--- src/rtl/rxdw_pkg.sv ---
package rxdw_pkg;
  localparam int ST_DONE_BIT = 0;
  localparam int ST_EOP_BIT  = 1;
  localparam int ST_ERR_BIT  = 2;

  function automatic logic [31:0] pack_status(logic [15:0] len, logic eop, logic err);
    return {len, 13'd0, err, eop, 1'b1};
  endfunction
endpackage

--- src/rtl/rxdw_ring_ctl.sv ---
module rxdw_ring_ctl #(
  parameter int IDX_W = 3
) (
  input  logic             clk,
  input  logic             rst_n,
  input  logic             adv,
  input  logic [IDX_W-1:0] tail,
  output logic [IDX_W-1:0] head,
  output logic             can_cur,
  output logic             can_next
);
  logic [IDX_W-1:0] head_q;
  logic [IDX_W-1:0] h1, h2;

  assign h1       = head_q + IDX_W'(1);
  assign h2       = head_q + IDX_W'(2);
  assign can_cur  = (h1 != tail);
  assign can_next = (h2 != tail);
  assign head     = head_q;

  always_ff @(posedge clk) begin
    if (!rst_n) head_q <= '0;
    else if (adv) head_q <= h1;
  end

  // head never jumps by more than one descriptor per cycle
  p_head_step_r3: assert property (@(posedge clk) disable iff (!rst_n)
    (head_q == $past(head_q)) || (head_q == $past(head_q) + IDX_W'(1)));
endmodule

--- src/rtl/rxdw_frame_fill.sv ---
module rxdw_frame_fill
  import rxdw_pkg::*;
#(
  parameter int IDX_W     = 3,
  parameter int BUF_BYTES = 512,
  localparam int OFF_W    = $clog2(BUF_BYTES),
  localparam int ADDR_W   = IDX_W + OFF_W
) (
  input  logic              clk,
  input  logic              rst_n,
  input  logic              beat,
  input  logic [7:0]        data,
  input  logic              last,
  input  logic [IDX_W-1:0]  head,
  input  logic              can_cur,
  input  logic              can_next,
  output logic              adv,
  output logic              ovr_inc,
  output logic              buf_we,
  output logic [ADDR_W-1:0] buf_addr,
  output logic [7:0]        buf_wdata,
  output logic              st_we,
  output logic [IDX_W-1:0]  st_idx,
  output logic [31:0]       st_word
);
  localparam logic [OFF_W-1:0] OFF_MAX = OFF_W'(BUF_BYTES - 1);

  logic [OFF_W-1:0] off_q, off_n;
  logic             drop_q, drop_n;
  logic             close, trunc;
  logic [15:0]      fill_len;

  assign fill_len  = 16'({1'b0, off_q} + (OFF_W+1)'(1));
  assign buf_addr  = {head, off_q};
  assign buf_wdata = data;

  always_comb begin
    buf_we  = 1'b0;
    adv     = 1'b0;
    close   = 1'b0;
    trunc   = 1'b0;
    ovr_inc = 1'b0;
    off_n   = off_q;
    drop_n  = drop_q;
    if (beat) begin
      if (drop_q) begin
        if (last) drop_n = 1'b0;
      end else if (off_q == '0 && !can_cur) begin
        ovr_inc = 1'b1;
        drop_n  = !last;
      end else begin
        buf_we = 1'b1;
        close  = last || (off_q == OFF_MAX);
        if (close) begin
          adv   = 1'b1;
          off_n = '0;
          trunc = !last && !can_next;
          if (trunc) begin
            drop_n  = 1'b1;
            ovr_inc = 1'b1;
          end
        end else begin
          off_n = off_q + OFF_W'(1);
        end
      end
    end
  end

  always_ff @(posedge clk) begin
    if (!rst_n) begin
      off_q   <= '0;
      drop_q  <= 1'b0;
      st_we   <= 1'b0;
      st_idx  <= '0;
      st_word <= '0;
    end else begin
      off_q  <= off_n;
      drop_q <= drop_n;
      st_we  <= close;
      if (close) begin
        st_idx  <= head;
        st_word <= pack_status(fill_len, last | trunc, trunc);
      end
    end
  end

  // a status write always follows a committed buffer byte
  p_status_after_byte_r4: assert property (@(posedge clk) disable iff (!rst_n)
    st_we |-> $past(buf_we));
  // the length field lies within one buffer
  p_len_range_r4: assert property (@(posedge clk) disable iff (!rst_n)
    st_we |-> (st_word[31:16] != 16'd0 && st_word[31:16] <= 16'(BUF_BYTES)));
  // a clean close marks end of packet exactly when the final byte was last
  p_eop_marks_r5: assert property (@(posedge clk) disable iff (!rst_n)
    (st_we && !st_word[ST_ERR_BIT]) |-> (st_word[ST_EOP_BIT] == $past(last)));
endmodule

--- src/rtl/rxdw_ovr_count.sv ---
module rxdw_ovr_count #(
  parameter int CNT_W = 16
) (
  input  logic             clk,
  input  logic             rst_n,
  input  logic             inc,
  output logic [CNT_W-1:0] count
);
  always_ff @(posedge clk) begin
    if (!rst_n) count <= '0;
    else if (inc) count <= count + CNT_W'(1);
  end

  // the counter steps by at most one per cycle
  p_ovr_step_r7: assert property (@(posedge clk) disable iff (!rst_n)
    (count == $past(count)) || (count == $past(count) + CNT_W'(1)));
endmodule

--- src/rtl/rxdw_ring_writer.sv ---
module rxdw_ring_writer #(
  parameter int IDX_W     = 3,
  parameter int BUF_BYTES = 512,
  parameter int CNT_W     = 16,
  localparam int OFF_W    = $clog2(BUF_BYTES),
  localparam int ADDR_W   = IDX_W + OFF_W
) (
  input  logic              clk,
  input  logic              rst_n,
  input  logic              s_valid,
  output logic              s_ready,
  input  logic [7:0]        s_data,
  input  logic              s_last,
  input  logic [IDX_W-1:0]  sw_tail,
  output logic              buf_we,
  output logic [ADDR_W-1:0] buf_addr,
  output logic [7:0]        buf_wdata,
  output logic              st_we,
  output logic [IDX_W-1:0]  st_idx,
  output logic [31:0]       st_word,
  output logic [IDX_W-1:0]  head,
  output logic [CNT_W-1:0]  overruns
);
  logic rdy_q, beat, adv, can_cur, can_next, ovr_inc;

  always_ff @(posedge clk) begin
    if (!rst_n) rdy_q <= 1'b0;
    else rdy_q <= 1'b1;
  end
  assign s_ready = rdy_q;
  assign beat    = s_valid & rdy_q;

  rxdw_ring_ctl #(.IDX_W(IDX_W)) u_ring (
    .clk(clk), .rst_n(rst_n), .adv(adv), .tail(sw_tail),
    .head(head), .can_cur(can_cur), .can_next(can_next)
  );

  rxdw_frame_fill #(.IDX_W(IDX_W), .BUF_BYTES(BUF_BYTES)) u_fill (
    .clk(clk), .rst_n(rst_n), .beat(beat), .data(s_data), .last(s_last),
    .head(head), .can_cur(can_cur), .can_next(can_next),
    .adv(adv), .ovr_inc(ovr_inc),
    .buf_we(buf_we), .buf_addr(buf_addr), .buf_wdata(buf_wdata),
    .st_we(st_we), .st_idx(st_idx), .st_word(st_word)
  );

  rxdw_ovr_count #(.CNT_W(CNT_W)) u_ovr (
    .clk(clk), .rst_n(rst_n), .inc(ovr_inc), .count(overruns)
  );

  // once out of reset the input is always ready
  p_ready_r1: assert property (@(posedge clk) disable iff (!rst_n)
    rst_n |=> s_ready);
  // no buffer write into a descriptor the ring does not own
  p_no_write_when_full_r6: assert property (@(posedge clk) disable iff (!rst_n)
    buf_we |-> (buf_addr[ADDR_W-1:OFF_W] + IDX_W'(1) != sw_tail));
  // no byte is written without an accepted input beat
  p_write_needs_beat_r7: assert property (@(posedge clk) disable iff (!rst_n)
    buf_we |-> (s_valid && s_ready));
endmodule

--- config.mk ---
export PLATFORM = sky130hd
export DESIGN_NAME = rxdw_ring_writer
export DESIGN_NICKNAME = d
export VERILOG_FILES = /design/src/rtl/rxdw_pkg.sv /design/src/rtl/rxdw_ring_ctl.sv /design/src/rtl/rxdw_frame_fill.sv /design/src/rtl/rxdw_ovr_count.sv /design/src/rtl/rxdw_ring_writer.sv
export SDC_FILE = /design/constraint.sdc
export NUM_CORES = 1
export LEC_CHECK = 0
export BUFFER_PORTS_ARGS = -buffer_cell sky130_fd_sc_hd__buf_2
export CAP_MARGIN = 0
export CORE_MARGIN = 2
export CORE_UTILIZATION = 45
export CTS_BUF_LIST = sky130_fd_sc_hd__clkbuf_4 sky130_fd_sc_hd__clkbuf_8
export DETAILED_ROUTE_END_ITERATION = 16
export HOLD_SLACK_MARGIN = 0.02
export PLACE_DENSITY = 0.86
export SYNTH_ARGS = -nofsm -noshare
export SYNTH_HDL_FRONTEND = slang
export SYNTH_SLANG_ARGS = --single-unit
--- constraint.sdc ---
create_clock -name clk -period 3.33 [get_ports clk]
set_clock_uncertainty 0.15 [all_clocks]
set_input_delay 0.1665 -clock clk [delete_from_list [all_inputs] [get_ports clk]]
set_output_delay 0.1665 -clock clk [all_outputs]
set_load 0.005 [all_outputs]
==> out/qor.csv <==
stage,metric,value,unit
run_status,status,"finished, final reports clean",
grt,grt_pass1_vias,1905,
grt,grt.met1_usage,23.4,%
clock_tree,htree_levels,2,
clock_tree,clk_path_buf_depth,2,
grt,grt_usage,18.4,%
min_path,hold_start,s_valid,
sta,clock.fmax,330,MHz
min_path,holdPathEnd,u_fill.drop_q,
critical_path,reg2regPathDepth,10,
drt,firstDrtPassIters,4,
drt,detail-route-antenna-nets,0,
floorplan,die_y,78.3,um
synth,yosysWarningCount,0,
floorplan,die_w,78.3,um
sta,setup-tns-final,0,ns
clock_tree,numClockSinks,47,
clock_tree,numCtsBuffers,5,
sta,slew_headroom,51.9,%
critical_path,crit_path_frequent_cell,ha_1,
drt,drc_errors,0,
min_path,holdPathStages,3,
sta,timing_hold_violations_final,0,
critical_path,ff2ff_setup_slack,0.30,ns
clock_tree,cts_tree,done,
synth,syn_area_per_cell,8.59,um^2
synth,synth_top_flop_cell,dfxtp_1,
clock_tree,cts_setup_buffers,0,
critical_path,slowest_stage,or4_1,
drt,wire_per_inst,14.0,um
grt,antenna_found_initial,0,
grt,grt_pass1_wl,9090,um
clock_tree,clk_pin_slew_worst_paths,0.08,ns
floorplan,coreArea,5410,um^2
finish,antennaDiodeCount,0,
grt,grtUsageMet2,31.1,%
pwr,vdd_drop_max,0.185,mV
drt,via_per_inst,5.43,
synth,ys_seq_area_share,37.9,%
min_path,hold_path_class,input port to flip-flop,
synth,postSynthCellCount,289,
grt,met3_usage,4.14,%
finish,area_growth,10.7,%
floorplan,dieArea,6130,um^2
sta,fin_crit_sh,91.1,%
pwr,power_density,368,nW/um^2
synth,ys_ff_latch,47,
pwr,power_leakage,0.00112,uW
grt,grt_max_degree,38,
floorplan,io-pin-count,92,
critical_path,crit_fanout,33,
placement,gp_congestion,0.886,
sta,final_max_slew_viol_count,0,
pwr,finalPower,1010,uW
placement,post-dp-hpwl,3990,um
drt,vias,2182,
synth,synth-edff-count,0,
sta,max_slew.worst_pin.slew,0.719,ns
placement,port_buffers,56,
finish,layout_common_cells,"56 x buf_2, 47 x dfxtp_1, 27 x nor2_1",
critical_path,startpoint_type,flip-flop,
job,maxCapViolCount,0,
grt,grt.busiest_layer,met2,
sta,min_period,3.03,ns
critical_path,crit_start,u_fill.off_q[0],
synth,synth.distinct_cells,42,
critical_path,cp.arrival,3.11,ns
finish,fin_nets,351,
critical_path,reg2reg_from,u_fill.off_q[0],
critical_path,crit_required,3.41,ns
sta,setup_viol,0,
floorplan,rows,27,
critical_path,r2r-end,u_ovr.count[13],
finish,drive_gt1_share,22.1,%
drt,drt_iter0_drc,155,
sta,rsz0062_at_grt,no,
clock_tree,root_buffer,clkbuf_8,
critical_path,end_kind,flip-flop,
critical_path,cpPeakStageDelay,0.58,ns
drt,wl,5630,um
synth,synthArstFlopShare,0,%
synth,syn_area,2480,um^2
floorplan,initial_core_util,45.9,%
critical_path,crit_type,flip-flop to flip-flop,
finish,final_common_cell,buf_2,
grt,grt.overflow.total,0,
clock_tree,clk_latency,0.30,ns
critical_path,crit_chain,ha_1 -> nand3_1 -> nor2_1 -> and3_1 -> ha_1 -> nor2b_1 -> nand2b_1 -> a2bb2oi_4 -> or4_1 -> a21oi_1,
## timing repair
action,in CTS,in global routing
setup endpoints to repair,0,3
hold buffers,1,0
hold endpoints to repair,1,0
resized for setup,0,1
## layout make-up
class                           instances  area (um^2)
Clock buffer                            6         76.3
Sequential cell                        47          941
Timing Repair Buffer                   61          320
Multi-Input combinational cell        210         1300
Tap cell                               72         90.1
Fill cell                             525         2660
Inverter                                6         22.5
## metal layers
metal | routed length (um) | vias up
li1 | - | 1068
met1 | 2410 | 1017
met2 | 2740 | 89
met3 | 410 | 8
met4 | 76 | 0
met5 | 0 | -
## sequential cells by signal, summed over array words and instances, names as in the netlist
name and flops:
s_ready 1, u_fill.st_we 1, u_fill.st_idx 3, u_fill.st_word 13, u_ovr.count 16, u_fill.drop_q 1
u_fill.off_q 9, u_ring.head 3
## kinds of logic after synthesis
family,count (synthesis),synth area share [%]
fa+ha+maj,5,2.52
mux,1,0.403
xor+xnor,19,7.46
flops,47,37.9
simple gates,102,21.8
other cells,1,0.151
compound gates,64,16.7
buf+inv,50,13.0
## critical path: cells and delay by family, from the launching register on
kind / cells / cell delay [ns]
fa+ha+maj: 2 / 0.42
compound gates: 2 / 0.46
flops: 1 / 0.44
simple gates: 6 / 1.50
## power by group
part,total [uW],switching (uW),internal [uW]
Sequential,579,7.95,572
Clock,327,179,148
Combinational,105,69.7,35.8
Total,1010,256,756
## synth_stat cells, types with 6 or more instances
master	count	area share, %
o31ai_1	15	4.5
a21oi_1	25	5.0
or4_1	14	4.2
nand2_1	26	3.9
dfxtp_1	47	38
nand3_1	11	2.2
nor2_1	27	4.1
o211ai_1	6	1.8
buf_4	31	9.4
a211oi_1	7	2.1
clkbuf_1	8	1.2
xor2_1	8	2.8
xnor2_1	10	3.5
## stage by stage
stage                     util [%]  hold WS [ns]  setup WS [ns]  instance area (um^2)  instances
after CTS                     50.6        0.0288          0.270                  2740        402
final                         50.8        0.0366          0.297                  2750        402
after global placement        49.0         0.183          0.449                  2650        395
after floorplan                  -        0.0442          0.628                  2550        307
after detailed placement      49.0         0.183          0.300                  2650        395
after global routing          50.8        0.0578         0.0666                  2750        402
## worst max path at each step
stage | endpoint | slack [ns]
global placement | u_ovr.count[5] | 0.45
detailed placement | u_ovr.count[13] | 0.30
finish | u_ovr.count[13] | 0.30
floorplan | u_ovr.count[13] | 0.63
global route | u_ovr.count[11] | 0.07
CTS | u_ovr.count[13] | 0.27
(Power assumes the default switching activity.)
